==> src/rtl/msb_pkg.sv <==
package msb_pkg;

  typedef enum logic [1:0] {
    DIE_F1   = 2'd0,
    DIE_F2   = 2'd1,
    DIE_RAM  = 2'd2,
    DIE_NONE = 2'd3
  } die_e;

  typedef enum logic [1:0] {
    ST_IDLE  = 2'd0,
    ST_ACT   = 2'd1,
    ST_SPLIT = 2'd2
  } st_e;

  // true when [start, start+count) lies inside [0, limit)
  function automatic logic span_fits(input logic [23:0] start,
                                     input logic [23:0] count,
                                     input logic [24:0] limit);
    logic [24:0] stop;
    stop = {1'b0, start} + {1'b0, count};
    return stop <= limit;
  endfunction

  function automatic logic is_flash(input die_e d);
    return (d == DIE_F1) || (d == DIE_F2);
  endfunction

  // words a request moves on the bus
  function automatic logic [23:0] word_count(input logic wr, input logic [23:0] len);
    return (wr || len == 24'd0) ? 24'd1 : len;
  endfunction

endpackage

==> src/rtl/msb_req_check.sv <==
module msb_req_check
  import msb_pkg::*;
#(
  parameter int AW        = 22,
  parameter int LEN_W     = 8,
  parameter int RAM_ABITS = 21
) (
  input  logic [1:0]       region,
  input  logic [AW-1:0]    addr,
  input  logic             write,
  input  logic [LEN_W-1:0] len,
  input  logic             pend_valid,
  input  die_e             pend_die,
  input  logic             flash_held,
  output die_e             die,
  output logic             err
);
  localparam logic [24:0] FLASH_LIMIT = 25'(1) << (AW + 1);
  localparam logic [24:0] RAM_LIMIT   = 25'(1) << RAM_ABITS;
  localparam logic [23:0] UPPER_BASE  = 24'(1) << AW;

  logic [23:0] start;
  logic [24:0] limit;
  logic [23:0] count;

  always_comb begin
    die   = DIE_NONE;
    start = '0;
    limit = '0;
    count = word_count(write, 24'(len));
    case (region)
      2'd0: begin die = DIE_F1;  start = 24'(addr);              limit = FLASH_LIMIT; end
      2'd1: begin die = DIE_F2;  start = 24'(addr) + UPPER_BASE; limit = FLASH_LIMIT; end
      2'd2: begin die = DIE_RAM; start = 24'(addr);              limit = RAM_LIMIT;   end
      default: die = DIE_NONE;
    endcase
    err = (die == DIE_NONE) || !span_fits(start, count, limit);
    if (is_flash(die) && flash_held) err = 1'b1;
    if (is_flash(die) && write && pend_valid && (die != pend_die)) err = 1'b1;
  end
endmodule

==> src/rtl/msb_pair_track.sv <==
module msb_pair_track
  import msb_pkg::*;
(
  input  logic clk,
  input  logic rst_n,
  input  logic clr,
  input  logic fw_start,
  input  logic fw_cmd,
  input  die_e fw_die,
  output logic pend_valid,
  output die_e pend_die
);
  always_ff @(posedge clk or negedge rst_n) begin
    if (!rst_n) begin
      pend_valid <= 1'b0;
      pend_die   <= DIE_F1;
    end else if (clr) begin
      pend_valid <= 1'b0;
    end else if (fw_start) begin
      pend_valid <= fw_cmd;
      pend_die   <= fw_die;
    end
  end

  // a flash write issued while a pair is open stays on the opening die
  p_pair_same_die_r6: assert property (@(posedge clk) disable iff (!rst_n)
    (fw_start && pend_valid && !clr) |-> (fw_die == pend_die));
endmodule

==> src/rtl/msb_wait_norm.sv <==
module msb_wait_norm
  import msb_pkg::*;
#(
  parameter logic [2:0] POL_RST = 3'b100
) (
  input  logic clk,
  input  logic rst_n,
  input  logic cap,
  input  die_e cap_die,
  input  logic cap_bit,
  input  die_e cur_die,
  input  logic burst_on,
  input  logic wait_raw,
  output logic wait_active,
  output logic cfg_mismatch
);
  logic [2:0] pol;

  for (genvar g = 0; g < 3; g++) begin : g_shadow
    logic q;
    always_ff @(posedge clk or negedge rst_n) begin
      if (!rst_n)                           q <= POL_RST[g];
      else if (cap && (cap_die == die_e'(2'(g)))) q <= cap_bit;
    end
    assign pol[g] = q;
  end

  logic cur_pol;
  assign cur_pol      = (cur_die == DIE_NONE) ? 1'b0 : pol[cur_die];
  assign wait_active  = burst_on && (wait_raw == cur_pol);
  assign cfg_mismatch = (pol != 3'b000) && (pol != 3'b111);

  // outside a burst the wait line never stalls anything
  p_wait_ignored_r10: assert property (@(posedge clk) disable iff (!rst_n)
    !burst_on |-> !wait_active);
endmodule

==> src/rtl/memstack_bus_ctrl.sv <==
module memstack_bus_ctrl
  import msb_pkg::*;
#(
  parameter int AW        = 22,
  parameter int DW        = 16,
  parameter int LEN_W     = 8,
  parameter int RAM_ABITS = 21,
  parameter int ACC_CYC   = 2,
  parameter int POL_BIT   = 10
) (
  input  logic             clk,
  input  logic             rst_n,
  input  logic             req_valid,
  input  logic [1:0]       req_region,
  input  logic [AW-1:0]    req_addr,
  input  logic             req_write,
  input  logic             req_cmd,
  input  logic             req_cfg,
  input  logic             req_burst,
  input  logic [LEN_W-1:0] req_len,
  input  logic [1:0]       req_be,
  input  logic [DW-1:0]    req_wdata,
  output logic             req_ready,
  output logic             rsp_valid,
  output logic             rsp_err,
  output logic [DW-1:0]    rsp_rdata,
  input  logic             flash_reset,
  output logic             f_ce1_n,
  output logic             f_ce2_n,
  output logic             f_oe1_n,
  output logic             f_oe2_n,
  output logic             f_we_n,
  output logic             f_rst_n,
  output logic             r_ce_n,
  output logic             r_cre,
  output logic             r_oe_n,
  output logic             r_we_n,
  output logic             r_ub_n,
  output logic             r_lb_n,
  output logic [AW-1:0]    mem_addr,
  output logic [DW-1:0]    dq_out,
  output logic             dq_oe,
  input  logic [DW-1:0]    dq_in,
  input  logic             mem_wait,
  output logic             wait_active,
  output logic             cfg_mismatch
);
  localparam int CW = (ACC_CYC > 1) ? $clog2(ACC_CYC) : 1;
  localparam logic [CW-1:0] CNT_LOAD = CW'(ACC_CYC - 1);

  st_e              state;
  die_e             cur_die;
  logic [AW-1:0]    cur_addr;
  logic             cur_write, cur_burst, cur_cfg;
  logic [1:0]       cur_be;
  logic [DW-1:0]    cur_wdata;
  logic [LEN_W-1:0] words_left;
  logic [CW-1:0]    cnt;
  logic             f_rst_q;

  // named internal events
  logic accept, issue, chk_err, fw_start, cfg_cap, pend_valid, act, burst_on;
  die_e chk_die, pend_die;

  assign req_ready = (state == ST_IDLE);
  assign accept    = req_ready && req_valid;
  assign issue     = accept && !chk_err;
  assign fw_start  = issue && req_write && is_flash(chk_die);
  assign cfg_cap   = issue && req_write && req_cfg;
  assign act       = (state == ST_ACT);
  assign burst_on  = act && cur_burst && !cur_write;

  msb_req_check #(.AW(AW), .LEN_W(LEN_W), .RAM_ABITS(RAM_ABITS)) u_check (
    .region(req_region), .addr(req_addr), .write(req_write), .len(req_len),
    .pend_valid(pend_valid), .pend_die(pend_die), .flash_held(f_rst_q),
    .die(chk_die), .err(chk_err)
  );

  msb_pair_track u_pair (
    .clk(clk), .rst_n(rst_n), .clr(f_rst_q), .fw_start(fw_start),
    .fw_cmd(req_cmd), .fw_die(chk_die),
    .pend_valid(pend_valid), .pend_die(pend_die)
  );

  msb_wait_norm #(.POL_RST(3'b100)) u_wait (
    .clk(clk), .rst_n(rst_n), .cap(cfg_cap), .cap_die(chk_die),
    .cap_bit(req_wdata[POL_BIT]), .cur_die(cur_die), .burst_on(burst_on),
    .wait_raw(mem_wait), .wait_active(wait_active), .cfg_mismatch(cfg_mismatch)
  );

  // sequencing
  always_ff @(posedge clk or negedge rst_n) begin
    if (!rst_n) begin
      state      <= ST_IDLE;
      cur_die    <= DIE_NONE;
      cur_addr   <= '0;
      cur_write  <= 1'b0;
      cur_burst  <= 1'b0;
      cur_cfg    <= 1'b0;
      cur_be     <= '0;
      cur_wdata  <= '0;
      words_left <= '0;
      cnt        <= '0;
      rsp_valid  <= 1'b0;
      rsp_err    <= 1'b0;
      rsp_rdata  <= '0;
      f_rst_q    <= 1'b0;
    end else begin
      f_rst_q   <= flash_reset;
      rsp_valid <= 1'b0;
      case (state)
        ST_IDLE: begin
          if (accept) begin
            if (chk_err) begin
              rsp_valid <= 1'b1;
              rsp_err   <= 1'b1;
              rsp_rdata <= '0;
            end else begin
              state      <= ST_ACT;
              cur_die    <= chk_die;
              cur_addr   <= req_addr;
              cur_write  <= req_write;
              cur_burst  <= req_burst;
              cur_cfg    <= req_cfg && req_write;
              cur_be     <= req_be;
              cur_wdata  <= req_wdata;
              words_left <= (req_write || req_len == '0) ? '0 : req_len - 1'b1;
              cnt        <= CNT_LOAD;
            end
          end
        end
        ST_ACT: begin
          if (f_rst_q && is_flash(cur_die)) begin
            state     <= ST_IDLE;
            cur_die   <= DIE_NONE;
            rsp_valid <= 1'b1;
            rsp_err   <= 1'b1;
            rsp_rdata <= '0;
          end else if (wait_active) begin
            cnt <= cnt;
          end else if (cnt != '0) begin
            cnt <= cnt - 1'b1;
          end else begin
            rsp_valid <= 1'b1;
            rsp_err   <= 1'b0;
            rsp_rdata <= cur_write ? '0 : dq_in;
            if (words_left == '0) begin
              state   <= ST_IDLE;
              cur_die <= DIE_NONE;
            end else begin
              words_left <= words_left - 1'b1;
              cnt        <= CNT_LOAD;
              if (cur_die == DIE_F1 && cur_addr == '1) begin
                cur_die  <= DIE_F2;
                cur_addr <= '0;
                state    <= ST_SPLIT;
              end else begin
                cur_addr <= cur_addr + 1'b1;
              end
            end
          end
        end
        ST_SPLIT: begin
          state <= ST_ACT;
          cnt   <= CNT_LOAD;
        end
        default: state <= ST_IDLE;
      endcase
    end
  end

  // strobes
  logic on_f1, on_f2, on_ram;
  assign on_f1  = act && (cur_die == DIE_F1) && !f_rst_q;
  assign on_f2  = act && (cur_die == DIE_F2) && !f_rst_q;
  assign on_ram = act && (cur_die == DIE_RAM);

  assign f_ce1_n = !on_f1;
  assign f_ce2_n = !on_f2;
  assign f_oe1_n = !(on_f1 && !cur_write);
  assign f_oe2_n = !(on_f2 && !cur_write);
  assign f_we_n  = !((on_f1 || on_f2) && cur_write);
  assign f_rst_n = !f_rst_q;
  assign r_ce_n  = !on_ram;
  assign r_oe_n  = !(on_ram && !cur_write);
  assign r_we_n  = !(on_ram && cur_write);
  assign r_cre   = on_ram && cur_cfg;
  assign r_ub_n  = on_ram ? (cur_write ? !cur_be[1] : 1'b0) : 1'b1;
  assign r_lb_n  = on_ram ? (cur_write ? !cur_be[0] : 1'b0) : 1'b1;
  assign dq_oe   = (on_f1 || on_f2 || on_ram) && cur_write;
  assign dq_out  = cur_wdata;

  logic [AW-1:0] ram_addr;
  if (RAM_ABITS < AW) begin : g_ram_narrow
    assign ram_addr = {{(AW-RAM_ABITS){1'b0}}, cur_addr[RAM_ABITS-1:0]};
    // upper address bits stay 0 on a smaller RAM
    p_ram_upper_zero_r11: assert property (@(posedge clk) disable iff (!rst_n)
      !r_ce_n |-> (mem_addr[AW-1:RAM_ABITS] == '0));
  end else begin : g_ram_full
    assign ram_addr = cur_addr;
  end

  assign mem_addr = !act ? '0 : (cur_die == DIE_RAM) ? ram_addr : cur_addr;

  // checks over the bus pins
  logic [2:0] sel, prev_sel;
  assign sel = {!r_ce_n, !f_ce2_n, !f_ce1_n};
  always_ff @(posedge clk or negedge rst_n) begin
    if (!rst_n) prev_sel <= '0;
    else        prev_sel <= sel;
  end

  p_one_die_r1: assert property (@(posedge clk) disable iff (!rst_n)
    $onehot0(sel));

  p_gap_between_dies_r2: assert property (@(posedge clk) disable iff (!rst_n)
    (prev_sel != '0 && sel != '0) |-> (sel == prev_sel));

  p_flash_quiet_in_reset_r8: assert property (@(posedge clk) disable iff (!rst_n)
    !f_rst_n |-> (f_ce1_n && f_ce2_n && f_we_n));

  p_read_strobes_r3: assert property (@(posedge clk) disable iff (!rst_n)
    (!f_oe1_n || !f_oe2_n || !r_oe_n) |-> (f_we_n && r_we_n && !dq_oe));

  p_err_idle_bus_r5: assert property (@(posedge clk) disable iff (!rst_n)
    (rsp_valid && rsp_err) |-> $past(sel == '0));
endmodule

==> config.mk <==
export PLATFORM = sky130hd
export DESIGN_NAME = memstack_bus_ctrl
export DESIGN_NICKNAME = d
export VERILOG_FILES = /design/src/rtl/msb_pkg.sv /design/src/rtl/msb_req_check.sv /design/src/rtl/msb_pair_track.sv /design/src/rtl/msb_wait_norm.sv /design/src/rtl/memstack_bus_ctrl.sv
export SDC_FILE = /design/constraint.sdc
export NUM_CORES = 1
export LEC_CHECK = 0
export BUFFER_PORTS_ARGS = -buffer_cell sky130_fd_sc_hd__buf_2
export CAP_MARGIN = 20
export CORE_UTILIZATION = 35
export CTS_BUF_LIST = sky130_fd_sc_hd__clkbuf_2 sky130_fd_sc_hd__clkbuf_4 sky130_fd_sc_hd__clkbuf_8
export CTS_CLUSTER_SIZE = 14
export DETAILED_ROUTE_END_ITERATION = 10
export PLACE_DENSITY = 0.54
export SYNTH_ARGS = -nofsm -noshare
export SYNTH_HDL_FRONTEND = slang
export SYNTH_HIERARCHICAL = 1
export SYNTH_SLANG_ARGS = --single-unit
export TNS_END_PERCENT = 50
==> constraint.sdc <==
create_clock -name clk -period 3.6 [get_ports clk]
set_clock_uncertainty 0.05 [all_clocks]
set_input_delay 0 -clock clk [delete_from_list [all_inputs] [get_ports clk]]
set_output_delay 0 -clock clk [all_outputs]
set_load 0.01 [all_outputs]
==> results.cfg <==
[run_status]
outcome = complete, but fails checks
violations = negative setup slack

[cts]
cts-root-buf = clkbuf_8
insertion_delay_ns = 0.37
numCtsBuffers = 9
numClockSinks = 81
cts_tree = built
clk_pin_slew_ns = 0.08
cts_htree_levels = 3
clk_path_buf_depth = 2

[grt]
antenna_found_initial = 0
grt_max_degree = 57
overflow = 0
grt_first_pass_wirelength_mm = 31.1
grt_pass1_vias = 6094
grt.total_usage = 0.240

[pwr]
peakVddDrop_v = 0.000383
power_density_nw_per_um2 = 615
cellLeakagePower_nw = 3.82

[timing]
slew_headroom = 0.286
holdWs_ns = 0.0205
post-route-period-util = 1.13
max_freq_ghz = 0.247
setup_viol = 76
tns_ns = -17.34
period_minus_slack_ns = 4.05
tightest_slew_ns = 1.06
worst_slack_ns = -0.453
rsz0062_at_grt = yes
finalHoldViolations = 0
slew_viol_final = 0

[die]
die_h_um = 129
io_pins = 147
core_sq_um = 15400
die_w_um = 129
core.rowCount = 45
dieArea_sq_um = 16500
floorplan.initialDensity = 0.363

[cells_and_area]
area_growth_syn_to_layout_pct = 48.3
fill_cells = 1447
nets = 1040
drive_gt1_frac = 0.373
stdcell_count = 1165
antennaDiodeCount = 0

[worst_setup_path]
crit_arrival_ns = 4.31
cp.required_ns = 3.86
worstPathMaxFanout = 6
reg2reg_setup_slack_ns = 0.30
worst-setup-path-type = in -> reg
startpoint_type = primary input
end_kind = flip-flop

[synthesis]
synth_edf_count = 0
synth_cell_types = 86
async_flop_share = 1.00
synth_seq_cells = 81
syn_area_sq_um = 5600
synth_flop_cell = dfrtp_1
syn_nets = 769
netlist_instances = 679
yosys_warnings = 6
yosysSeqAreaShare = 0.362
avgSynthCellArea_sq_um = 8.25

[place]
gp_congestion = 0.876
dpl.hpwl_mm = 14.2
dp.cells = 1092
io_buffer_count = 146

[route]
drt_iter0_drc = 475
viasPerCell = 5.34
remaining_drc_errors = 0
vias = 6224
postRouteAntennaNets = 0
routed_wirelength_mm = 19.4
detail_route.wl_per_cell_um = 16.6
drtPass1Iterations = 7

[flow_run]
cap_violations = 0

[hold_path]
hold_class = in -> reg
## registers in the layout, summed over array words and instances, names as in the netlist, 2 cells and up
name	flops
cur_addr	22
state	2
words_left	8
cur_die	2
u_wait/g_shadow.q	3
cur_be	2
u_pair/pend_die	2
dq_out	16
rsp_rdata	16
## power by group
part	internal, mW	total, mW	leakage [nW]	switching [mW]
combinational	1.18	2.77	2.73	1.59
sequential	1.30	1.67	1.00	0.370
clock	0.313	0.659	0.0909	0.346
## cell families (layout without fill, tap and decap cells)
| family | after synthesis | count (layout) | share of synthesized area |
|---|---|---|---|
| compound gates | 165 | 165 | 0.205 |
| xor+xnor | 13 | 13 | 0.0203 |
| fa+ha+maj | 15 | 15 | 0.0348 |
| buf+inv | 58 | 333 | 0.0447 |
| flops | 81 | 81 | 0.362 |
| mux | 12 | 12 | 0.0241 |
| simple gates | 335 | 335 | 0.309 |
## what timing repair did
| action | 4_1_cts | 5_1_grt |
|---|---|---|
| resized for setup | 55 | 7 |
| hold buffers | 45 | 0 |
| setup buffers | 12 | 6 |
| pin swaps | 14 | 9 |
| endpoints found under the hold margin | 101 | 0 |
| setup endpoints to repair | 78 | 78 |
## synth_stat cells, drive strengths merged, types with 7 or more instances
library cell | instances | area share
nor3 | 15 | 0.014
o22ai | 11 | 0.012
o21ai | 44 | 0.039
and3 | 9 | 0.010
dfrtp | 78 | 0.35
a32oi | 7 | 0.011
and2 | 21 | 0.024
nor2b | 15 | 0.018
a21oi | 35 | 0.035
nor4 | 10 | 0.017
buf | 14 | 0.015
xnor2 | 7 | 0.011
nand3b | 8 | 0.011
nand2 | 126 | 0.084
nand3 | 27 | 0.024
ha | 14 | 0.031
nor2 | 58 | 0.039
inv | 28 | 0.019
clkbuf | 16 | 0.011
nand4 | 18 | 0.027
## final timing paths
path                               startpoint            end  cells after the start
max                                req_len[4]  words_left[7]                     23
min                               req_addr[3]    cur_addr[3]                      4
max reg2reg                u_pair/pend_die[1]  words_left[7]                     14
min reg2reg                         cur_burst      cur_burst                      2
max in group asynchronous               rst_n     cur_die[1]                      3
min in group asynchronous               rst_n  words_left[2]                      2
## area by class of cell
type | count | area [sq um] | share of cell area
clock inverter | 6 | 60.1 | 0.00723
clock buffer | 9 | 124 | 0.0149
sequential | 81 | 2030 | 0.244
tap | 211 | 264 | 0.0318
timing repair buffer | 290 | 2020 | 0.243
inverter | 28 | 105 | 0.0127
multi-input combinational | 540 | 3710 | 0.446
## layout by cell type, fill, tap and decap left out, types with 7 or more instances in the layout
master,Yosys,final
and3_1,9,8
buf_6,2,12
dfrtp_1,78,78
nand3b_1,8,8
inv_1,28,28
o21ai_1,6,23
o22ai_1,11,11
and2_1,20,13
nor3_1,14,13
a21oi_1,32,19
a21oi_2,2,14
nand2_1,126,123
dlygate4sd3_1,0,45
nor2_1,58,55
nor2b_1,14,9
o21ai_0,38,17
buf_2,8,142
and2_4,0,7
ha_4,0,8
a32oi_1,7,7
clkbuf_8,0,9
nand4_1,13,13
nand3_1,27,27
buf_4,2,88
## critical path, stage by stage
cell	delay [ns]
buf_6	0.10
nor4_4	0.26
a211o_1	0.25
ha_4	0.18
a211oi_4	0.07
o21ai_2	0.15
a21oi_2	0.09
or3_4	0.36
xnor2_2	0.15
nand2_1	0.08
ha_1	0.28
nand4_1	0.10
nor4_2	0.17
nand4_1	0.12
or4_1	0.42
o31a_1	0.31
nand2b_4	0.17
nor3_4	0.26
buf_6	0.15
a21oi_4	0.04
buf_12	0.18
nor4_4	0.27
a221o_1	0.15
## per-layer routing
metal | share of wire | track usage | wire length [um] | vias to the layer above
li1 | - | - | - | 2978
met1 | 0.43 | 0.309 | 8430 | 3003
met2 | 0.49 | 0.408 | 9470 | 212
met3 | 0.057 | 0.0366 | 1100 | 31
met4 | 0.020 | 0.0879 | 392 | 0
met5 | 0 | 0 | 0 | -
## through the flow
stage	cell area [sq um]	setup WS [ns]	utilization	total power, mW
2_1_floorplan	5870	-0.673	-	3.25
3_3_place_gp	7350	-0.876	0.476	4.15
3_5_place_dp	7350	-1.03	0.476	4.21
4_1_cts	8260	-0.435	0.536	5.09
5_1_grt	8310	-0.678	0.538	5.50
6_report	8310	-0.453	0.538	5.11
No activity file was read; power rests on OpenSTA's default activity.
